==> config.mk <==
export PLATFORM = sky130hd
export DESIGN_NAME = tmr16_ctc
export DESIGN_NICKNAME = d
export VERILOG_FILES = /design/src/rtl/tmr16_pkg.sv /design/src/rtl/tmr16_regs.sv /design/src/rtl/tmr16_counter.sv /design/src/rtl/tmr16_wave.sv /design/src/rtl/tmr16_flags.sv /design/src/rtl/tmr16_ctc.sv
export SDC_FILE = /design/constraint.sdc
export NUM_CORES = 1
export LEC_CHECK = 0
export BUFFER_PORTS_ARGS = -buffer_cell sky130_fd_sc_hd__clkbuf_2
export CAP_MARGIN = 20
export CORE_MARGIN = 8
export CORE_UTILIZATION = 25
export CTS_CLUSTER_SIZE = 24
export DETAILED_ROUTE_END_ITERATION = 10
export GPL_TIMING_DRIVEN = 0
export HOLD_SLACK_MARGIN = 0.15
export PLACE_DENSITY = 0.4
export SKIP_CTS_REPAIR_TIMING = 1
export SYNTH_ARGS = -nofsm -noshare
export SYNTH_HDL_FRONTEND = slang
export SYNTH_SLANG_ARGS = --single-unit
==> constraint.sdc <==
create_clock -name clk -period 5.55 [get_ports clk]
set_input_delay 1.11 -clock clk [delete_from_list [all_inputs] [get_ports clk]]
set_output_delay 1.11 -clock clk [all_outputs]
set_load 0.02 [all_outputs]
==> src/rtl/tmr16_pkg.sv <==
package tmr16_pkg;

  typedef enum logic [1:0] {
    SEQ_FREE    = 2'd0,
    SEQ_TOP_CMP = 2'd1,
    SEQ_TOP_CAP = 2'd2
  } seq_e;

  typedef enum logic [1:0] {
    PIN_OFF    = 2'd0,
    PIN_TOGGLE = 2'd1,
    PIN_LOW    = 2'd2,
    PIN_HIGH   = 2'd3
  } pin_act_e;

  localparam logic [3:0] CODE_FREE    = 4'd0;
  localparam logic [3:0] CODE_TOP_CMP = 4'd4;
  localparam logic [3:0] CODE_TOP_CAP = 4'd12;

  localparam int unsigned ADDR_CTRL = 0;
  localparam int unsigned ADDR_CNT  = 1;
  localparam int unsigned ADDR_CMP  = 2;
  localparam int unsigned ADDR_CAP  = 3;
  localparam int unsigned ADDR_FCLR = 4;

  localparam int unsigned FLAG_N   = 3;
  localparam int unsigned FLAG_OVF = 0;
  localparam int unsigned FLAG_CMP = 1;
  localparam int unsigned FLAG_CAP = 2;

  function automatic seq_e seq_of(input logic [3:0] code);
    case (code)
      CODE_TOP_CMP: seq_of = SEQ_TOP_CMP;
      CODE_TOP_CAP: seq_of = SEQ_TOP_CAP;
      default:      seq_of = SEQ_FREE;
    endcase
  endfunction

  function automatic logic known_code(input logic [3:0] code);
    known_code = (code == CODE_FREE) || (code == CODE_TOP_CMP) || (code == CODE_TOP_CAP);
  endfunction

endpackage

==> src/rtl/tmr16_regs.sv <==
module tmr16_regs #(
  parameter int unsigned W  = 16,
  parameter int unsigned AW = 3
) (
  input  logic                        clk,
  input  logic                        rst_n,
  input  logic                        wr_en,
  input  logic [AW-1:0]               wr_addr,
  input  logic [W-1:0]                wr_data,
  output logic [3:0]                  seq_code,
  output logic [1:0]                  pin_act,
  output logic [W-1:0]                cmp_val,
  output logic [W-1:0]                cap_val,
  output logic                        cnt_load,
  output logic [tmr16_pkg::FLAG_N-1:0] fclr_mask
);
  import tmr16_pkg::*;

  logic [5:0] ctrl_q;

  always_ff @(posedge clk) begin
    if (!rst_n) begin
      ctrl_q  <= '0;
      cmp_val <= '0;
      cap_val <= '0;
    end else if (wr_en) begin
      case (int'(wr_addr))
        ADDR_CTRL: ctrl_q  <= wr_data[5:0];
        ADDR_CMP:  cmp_val <= wr_data;
        ADDR_CAP:  cap_val <= wr_data;
        default: ;
      endcase
    end
  end

  assign seq_code  = ctrl_q[3:0];
  assign pin_act   = ctrl_q[5:4];
  assign cnt_load  = wr_en && (int'(wr_addr) == ADDR_CNT);
  assign fclr_mask = (wr_en && (int'(wr_addr) == ADDR_FCLR)) ? wr_data[FLAG_N-1:0] : '0;

endmodule

==> src/rtl/tmr16_counter.sv <==
module tmr16_counter #(
  parameter int unsigned W = 16
) (
  input  logic                clk,
  input  logic                rst_n,
  input  logic                tick,
  input  tmr16_pkg::seq_e     seq,
  input  logic [W-1:0]        cmp_val,
  input  logic [W-1:0]        cap_val,
  input  logic                load,
  input  logic [W-1:0]        load_val,
  output logic [W-1:0]        count,
  output logic                ovf_hit,
  output logic                cmp_hit,
  output logic                top_hit
);
  import tmr16_pkg::*;

  localparam logic [W-1:0] CNT_MAX = '1;

  logic          hush_q;
  logic          step;
  logic          live;
  logic          at_top;
  logic [W-1:0]  top_val;

  assign step    = tick && !load;
  assign live    = step && !hush_q;
  assign top_val = (seq == SEQ_TOP_CAP) ? cap_val : cmp_val;
  assign at_top  = (seq != SEQ_FREE) && (count == top_val);
  assign top_hit = live && at_top;
  assign cmp_hit = live && (count == cmp_val);
  assign ovf_hit = step && (count == CNT_MAX);

  always_ff @(posedge clk) begin
    if (!rst_n) begin
      count  <= '0;
      hush_q <= 1'b0;
    end else begin
      if (load) begin
        count  <= load_val;
        hush_q <= 1'b1;
      end else if (tick) begin
        count  <= top_hit ? '0 : count + 1'b1;
        hush_q <= 1'b0;
      end
    end
  end

  p_hold_no_tick_r10: assert property (@(posedge clk) disable iff (!rst_n)
    (!tick && !load) |=> $stable(count));

  p_step_up_r2: assert property (@(posedge clk) disable iff (!rst_n)
    (step && !top_hit && count != CNT_MAX) |=> (count == $past(count) + 1'b1));

  p_wrap_zero_r3: assert property (@(posedge clk) disable iff (!rst_n)
    ovf_hit |=> (count == '0));

  p_top_clear_r5: assert property (@(posedge clk) disable iff (!rst_n)
    top_hit |=> (count == '0));

  p_load_wins_r8: assert property (@(posedge clk) disable iff (!rst_n)
    load |=> (count == $past(load_val)));

  p_hush_after_load_r8: assert property (@(posedge clk) disable iff (!rst_n)
    load |=> !cmp_hit && !top_hit);

endmodule

==> src/rtl/tmr16_wave.sv <==
module tmr16_wave (
  input  logic                  clk,
  input  logic                  rst_n,
  input  logic                  hit,
  input  logic                  known,
  input  tmr16_pkg::pin_act_e   act,
  output logic                  wave_out,
  output logic                  wave_oe
);
  import tmr16_pkg::*;

  always_ff @(posedge clk) begin
    if (!rst_n) begin
      wave_out <= 1'b0;
    end else if (hit && known) begin
      case (act)
        PIN_TOGGLE: wave_out <= ~wave_out;
        PIN_LOW:    wave_out <= 1'b0;
        PIN_HIGH:   wave_out <= 1'b1;
        default:    wave_out <= wave_out;
      endcase
    end
  end

  assign wave_oe = (act != PIN_OFF);

  p_pin_quiet_r10: assert property (@(posedge clk) disable iff (!rst_n)
    !hit |=> $stable(wave_out));

  p_pin_frozen_r9: assert property (@(posedge clk) disable iff (!rst_n)
    !known |=> $stable(wave_out));

  p_pin_toggle_r7: assert property (@(posedge clk) disable iff (!rst_n)
    (hit && known && act == PIN_TOGGLE) |=> (wave_out != $past(wave_out)));

endmodule

==> src/rtl/tmr16_flags.sv <==
module tmr16_flags #(
  parameter int unsigned N = 3
) (
  input  logic         clk,
  input  logic         rst_n,
  input  logic [N-1:0] set_vec,
  input  logic [N-1:0] clr_vec,
  output logic [N-1:0] flag
);

  for (genvar i = 0; i < N; i++) begin : g_flag
    always_ff @(posedge clk) begin
      if (!rst_n) flag[i] <= 1'b0;
      else        flag[i] <= set_vec[i] || (flag[i] && !clr_vec[i]);
    end

    p_set_wins_r4: assert property (@(posedge clk) disable iff (!rst_n)
      set_vec[i] |=> flag[i]);

    p_clear_r4: assert property (@(posedge clk) disable iff (!rst_n)
      (clr_vec[i] && !set_vec[i]) |=> !flag[i]);

    p_sticky_r4: assert property (@(posedge clk) disable iff (!rst_n)
      (flag[i] && !clr_vec[i]) |=> flag[i]);
  end

endmodule

==> src/rtl/tmr16_ctc.sv <==
module tmr16_ctc #(
  parameter int unsigned W  = 16,
  parameter int unsigned AW = 3
) (
  input  logic          clk,
  input  logic          rst_n,
  input  logic          tick,
  input  logic          wr_en,
  input  logic [AW-1:0] wr_addr,
  input  logic [W-1:0]  wr_data,
  input  logic          ack_ovf,
  input  logic          ack_cmp,
  input  logic          ack_cap,
  output logic [W-1:0]  count,
  output logic          ovf_flag,
  output logic          cmp_flag,
  output logic          cap_flag,
  output logic          wave_out,
  output logic          wave_oe
);
  import tmr16_pkg::*;

  logic [3:0]        seq_code;
  logic [1:0]        pin_code;
  logic [W-1:0]      cmp_val;
  logic [W-1:0]      cap_val;
  logic              cnt_load;
  logic [FLAG_N-1:0] fclr_mask;
  logic              ovf_hit;
  logic              cmp_hit;
  logic              top_hit;
  seq_e              seq;
  logic              known;
  logic [FLAG_N-1:0] set_vec;
  logic [FLAG_N-1:0] clr_vec;
  logic [FLAG_N-1:0] flag_vec;

  assign seq   = seq_of(seq_code);
  assign known = known_code(seq_code);

  tmr16_regs #(.W(W), .AW(AW)) u_regs (
    .clk(clk), .rst_n(rst_n), .wr_en(wr_en), .wr_addr(wr_addr), .wr_data(wr_data),
    .seq_code(seq_code), .pin_act(pin_code), .cmp_val(cmp_val), .cap_val(cap_val),
    .cnt_load(cnt_load), .fclr_mask(fclr_mask)
  );

  tmr16_counter #(.W(W)) u_counter (
    .clk(clk), .rst_n(rst_n), .tick(tick), .seq(seq), .cmp_val(cmp_val),
    .cap_val(cap_val), .load(cnt_load), .load_val(wr_data), .count(count),
    .ovf_hit(ovf_hit), .cmp_hit(cmp_hit), .top_hit(top_hit)
  );

  tmr16_wave u_wave (
    .clk(clk), .rst_n(rst_n), .hit(cmp_hit), .known(known),
    .act(pin_act_e'(pin_code)), .wave_out(wave_out), .wave_oe(wave_oe)
  );

  always_comb begin
    set_vec           = '0;
    set_vec[FLAG_OVF] = ovf_hit;
    set_vec[FLAG_CMP] = cmp_hit;
    set_vec[FLAG_CAP] = top_hit && (seq == SEQ_TOP_CAP);
    clr_vec           = fclr_mask;
    clr_vec[FLAG_OVF] = clr_vec[FLAG_OVF] | ack_ovf;
    clr_vec[FLAG_CMP] = clr_vec[FLAG_CMP] | ack_cmp;
    clr_vec[FLAG_CAP] = clr_vec[FLAG_CAP] | ack_cap;
  end

  tmr16_flags #(.N(FLAG_N)) u_flags (
    .clk(clk), .rst_n(rst_n), .set_vec(set_vec), .clr_vec(clr_vec), .flag(flag_vec)
  );

  assign ovf_flag = flag_vec[FLAG_OVF];
  assign cmp_flag = flag_vec[FLAG_CMP];
  assign cap_flag = flag_vec[FLAG_CAP];

  p_no_flag_without_tick_r10: assert property (@(posedge clk) disable iff (!rst_n)
    !tick |=> (flag_vec & ~$past(flag_vec)) == '0);

  p_ovf_same_edge_r3: assert property (@(posedge clk) disable iff (!rst_n)
    (tick && !cnt_load && count == '1) |=> ovf_flag && count == '0);

endmodule

==> After elaboration in Yosys (flattened, before gate mapping) <==
Cells that the tools add are included.
{ "op_classes": {"n_mux": 9, "reduce_logical": 33, "n_eq_ne": 13, "n_bitwise": 4, "addsub": 1} }
{ "op_table": {"columns": ["cell", "n"], "rows": [
  ["$mux W16", 4],
  ["$eq A16 B16 Y1", 2],
  ["$add A16 B1 Y16 const B", 1],
  ["$eq A16 B16 Y1 const B", 1],
  ["$logic_and A1 B1 Y1", 13],
  ["$reduce_and A2 Y1", 4],
  ["$eq A2 B2 Y1 const B", 3],
  ["$eq A3 B2 Y1 const B", 2],
  ["$reduce_bool A2 Y1", 3],
  ["$logic_not A1 Y1", 5],
  ["$logic_or A1 B1 Y1", 5],
  ["$eq A4 B3 Y1 const B", 1],
  ["$eq A4 B4 Y1 const B", 1],
  ["$logic_not A4 Y1", 1],
  ["$pmux W2 S2", 1],
  ["$eq A3 B1 Y1 const B", 1],
  ["$eq A3 B3 Y1 const B", 1],
  ["$logic_not A3 Y1", 1],
  ["$mux W3", 1],
  ["$or A1 B1 Y1", 3],
  ["$pmux W1 S3", 1],
  ["$reduce_bool A3 Y1", 1],
  ["$eq A2 B1 Y1 const B", 1],
  ["$mux W1", 2],
  ["$not A1 Y1", 1]
]} }
{ "totals": {"wordCells": 69, "out_inout_bits": 21, "inputBits": 26, "ff_bits": 59} }

==> Longest topological paths before layout <==
{ "depth": {"word_depth": 10, "depth_mapped": 8, "depth_no_buf": 6} }

==> By module <==
Synthesis repeated with hierarchy kept, for this count alone.
{ "unflattened": {"hier_cells": 382, "area_unflattened_um2": 3355.7} }
{ "by_module_without_submodules": {"columns": ["module", "cells_each", "area_per_inst_um2", "seq_area_each_um2", "n_inst"], "rows": [
  ["tmr16_counter", 207, 1625.3, 340.3, 1],
  ["tmr16_regs", 149, 1482.7, 760.7, 1],
  ["tmr16_flags", 9, 123.9, 60.1, 1],
  ["tmr16_wave", 8, 66.3, 20.0, 1],
  ["tmr16_ctc", 9, 57.6, 0.0, 1]
]} }

==> Worst setup path after synthesis <==
Ideal clock, no wire load.
{ "synth_path": {"path_kind": "input to register", "start": "input port wr_addr[0]", "end": "register u_counter.count[13]", "slack_ns": 2.934, "arrival_time_ns": 2.489, "setup_time_ns": 0.128, "path_stages": 7, "path_buffers": 2, "path_cell_list": "clkbuf_1 nand4bb_1 and4b_1 o221ai_2 nor4_4 buf_6 a31oi_2"} }
{ "synth_via": {"elab_chain_cells": 9, "elab_cells_between_ends": 10, "classes_between": "1 x eq/ne; 3 x mux; 6 x reduce/logical"} }
{ "synth_rtl": {"columns": ["item", "line_no", "text"], "rows": [
  ["from (decl)", "tmr16_ctc.sv:9", "input logic [AW-1:0] wr_addr,"],
  ["$eq A3 B1 Y1 (*)", "tmr16_regs.sv:38", "assign cnt_load = wr_en && (int'(wr_addr) == ADDR_CNT);"],
  ["$logic_and A1 B1 Y1 (*)", "tmr16_regs.sv:38", null],
  ["$logic_not A1 Y1", "tmr16_counter.sv:27", "assign step = tick && !load;"],
  ["$logic_and A1 B1 Y1", "tmr16_counter.sv:27", null],
  ["$logic_and A1 B1 Y1", "tmr16_counter.sv:28", "assign live = step && !hush_q;"],
  ["$logic_and A1 B1 Y1", "tmr16_counter.sv:31", "assign top_hit = live && at_top;"],
  ["$mux W16", "tmr16_counter.sv:44", "count <= top_hit ? '0 : count + 1'b1;"],
  ["$mux W16", "tmr16_counter.sv:43", "end else if (tick) begin"],
  ["$mux W16", "tmr16_counter.sv:40", "if (load) begin"],
  ["to (signal assigned)", "tmr16_counter.sv:41", "count <= load_val;"],
  ["to (signal assigned)", "tmr16_counter.sv:44", null],
  ["to (decl)", "tmr16_counter.sv:12", "output logic [W-1:0] count,"]
]} }
Mark *: on every way between the ends. The rest lies on a longest branch, timed or not. The select of a mux whose other input is x is not followed.
A chain may end at the register's enable or synchronous reset.

==> Worst setup path after layout <==
{ "layout_path": {"start": "input port wr_addr[0]", "end": "register u_counter.count[7]"} }
Same word-level chain as after synthesis.

==> impl_metrics.csv <==
group,metric,value,unit
sta,maxSlewViolCount,0,
worst_setup_path,start_kind,"primary input",
yosys,yosysWarnings,0,
floorplan,die-area,18200,um^2
worst_setup_path,path_class,"in2reg",
layout,layout_common_cells,"91 x nand2_1, 77 x a21oi_1, 59 x dfxtp_1, 44 x clkbuf_2, 28 x clkbuf_1",
sta,layout_setup_ws,2.68,ns
power,power.switching,0.329,mW
sta,tightest_slew,0.663,ns
yosys,ys_top_cells_by_area,"dfxtp_1 33%, a21oi_1 11%, nand2_1 9.7%",
yosys,async_reset_ff_share,0,%
yosys,synth_largest_area_cell,"dfxtp_1",
sta,finalCriticalPeriod,2.87,ns
global_route,grt_pass1_vias,3451,
layout,final_nets,536,
yosys,yosys_register_bits,59,
yosys,synth_cells,454,
layout,syn2layout_area_growth,22.7,%
worst_setup_path,cp.required,5.82,ns
worst_setup_path,worst_path_max_delay_cell,"nor4bb_1",
cts,clock-root-buffer,"clkbuf_16",
layout,final_cells,694,
layout,finish.utilization,31.4,%
worst_setup_path,slowest_delay,0.59,ns
sta,holdWs,0.463,ns
worst_hold_path,hp-class,"reg2reg",
run_status,outcome,"finished, final reports clean",
cts,clockBufferDepth,2,
global_route,grt_max_degree,11,
sta,setup_viol,0,
yosys,synth_flop_cell,"dfxtp_1",
yosys,synth_cell_types,52,
yosys,synth.avg_cell_area,7.78,um^2
floorplan,fp.coreArea,13800,um^2
power,ir_worst_vdd,123,uV
layout,layout-drive-gt1-share,17.3,%
global_route,track_usage,14.5,%
placed_design,hpwl,9730,um
sta,hold_violations,0,
placed_design,dp.cells,678,
placed_design,post-place-ws,2.34,ns
worst_setup_path,arrival,3.14,ns
cts,path_clk_slew,0.05,ns
sta,relSlewSlack,55.2,%
worst_setup_path,path_buf_inv,3,
layout,fin_area,4340,um^2
route,vias,3456,
power,pwr-share-seq,34.2,%
power,p_int,0.975,mW
sta,fmax,0.349,GHz
floorplan,num_rows,43,
cts,clk_latency,0.35,ns
yosys,synth_nets,481,
cts,htreeDepth,3,
layout,layout_commonest_cell,"nand2_1",
power,powerDensity,301,nW/um^2
cts,cts.sinks,59,
placed_design,place.gp.congestion,0.812,
sta,fin_skew,0.00713,ns
worst_setup_path,endpoint_kind,"register",
cts,cts_made_buffers,9,
global_route,gr-total-overflow,0,
power,clkPwrFrac,53.1,%
worst_setup_path,crit_fanout,10,
floorplan,start_util,25.6,%
sta,setup_tns,0,ns
route,wirelength,12600,um
power,total_power,1.30,mW
floorplan,io_pins,47,
route,wire_per_inst,18.2,um
placed_design,port_buffers,44,
worst_setup_path,crit_chain,"clkbuf_1, nor4bb_1, buf_2, buf_2, nand2_1, a21oi_1, a21oi_1, a31oi_2",
power,comb_power_share,12.7,%
flow_run,maxCapViolCount,0,
route,ant_nets,0,
route,drt_first_iter_violations,257,
global_route,grt_pass1_wl,20000,um
global_route,antenna_found_initial,0,
sta,fin_crit_sh,51.6,%
floorplan,die_h,135,um
placed_design,place_area,3980,um^2
sta,rsz0062_at_grt,"false",
yosys,ys_seq_area_share,33.4,%
route,vias_per_cell,4.98,
layout,diodes,0,
yosys,syn_area,3530,um^2
floorplan,dieWidth,135,um
yosys,synth.top_cell.area_share,33.4,%
yosys,synth_edf_count,0,
route,drt-pass1-iter-count,5,
power,power_leakage,1.61,nW
cts,cts_tree,"done",
worst_setup_path,critPathTopFamily,"buffers and inverters",
route,drc_errors,0,
power,power_switching_share,25.2,%
==> worst register-to-register path: stages (launching register included) <==
cell and delay, ns:
dfxtp_1 0.43, and4bb_4 0.33, buf_6 0.19, mux2i_1 0.30, o221ai_2 0.15, nor4_4 0.62, buf_6 0.26, a31oi_2 0.11
==> per-layer routing <==
metal / vias up / share of wire [%] / GRT usage (%)
met4: 0 / 1.2 / 4.30
li1: 1696 / - / -
met2: 74 / 48 / 23.5
met3: 11 / 4.7 / 3.75
met1: 1675 / 46 / 18.3
met5: - / 0 / 0
==> final timing paths <==
path | from | to | slack [ns] | cells past startpoint
setup / recovery | wr_addr[0] | u_counter.count[7] | 2.68 | 8
hold / removal | u_regs.cap_val[3] | u_regs.cap_val[3] | 0.46 | 2
setup reg to reg | u_regs.ctrl_q[3] | u_counter.count[14] | 3.03 | 7
hold reg to reg | u_regs.cap_val[3] | u_regs.cap_val[3] | 0.46 | 2
==> cell usage after synthesis (2+ instances only) <==
cell type and instances:
nand3_1 9, nor2_1 17, mux2i_1 10, xor2_1 22, nor2b_1 3, a31oi_1 10
buf_1 3, and2_1 3, nand4_1 7, and3_1 6, dfxtp_1 59, a21oi_1 77
o31ai_1 3, nand2_1 91, buf_6 4, inv_1 9, a21boi_0 2, nor4_1 8
a41o_1 2, xnor2_1 17, nand2b_1 3, a31oi_2 10, nand3b_1 12, buf_2 4
o31a_1 2, nor3_1 5, or2_2 2, clkbuf_1 26, or4_4 2, or3_1 4
==> power by group through the flow <==
| stage | Clock [mW] | Combinational (mW) | Sequential, mW |
|---|---|---|---|
| after floorplan | 0 | 0.104 | 0.457 |
| after global placement | 0 | 0.165 | 0.455 |
| after detailed placement | 0 | 0.166 | 0.455 |
| after CTS | 0.710 | 0.167 | 0.446 |
| after global routing | 0.727 | 0.181 | 0.447 |
| final | 0.692 | 0.166 | 0.446 |
==> cells by family (layout without fill, tap and decap cells) <==
| family | after synthesis | count (layout) | synth area share, % |
|---|---|---|---|
| xor+xnor | 39 | 39 | 9.67 |
| buf+inv | 48 | 108 | 6.41 |
| fa+ha+maj | 1 | 1 | 0.354 |
| flops | 59 | 59 | 33.4 |
| simple gates | 181 | 181 | 26.0 |
| compound gates | 116 | 116 | 21.3 |
| mux | 10 | 10 | 2.83 |
==> area by class of cell <==
cell class	instances	area, um^2
sequential	59	1180
multi-input combinational	347	2130
clock buffer	11	233
buffer	38	189
inverter	10	37.5
clock inverter	5	125
fill	1500	9490
timing repair buffer	44	220
tap	180	225
==> sequential cells by signal, summed over array words and instances, names as in the netlist <==
name	count
u_counter.count	16
u_counter.hush_q	1
u_flags.flag	3
u_regs.cap_val	16
u_regs.cmp_val	16
u_regs.ctrl_q	6
u_wave.wave_out	1
No activity file was read; power rests on OpenSTA's default activity.
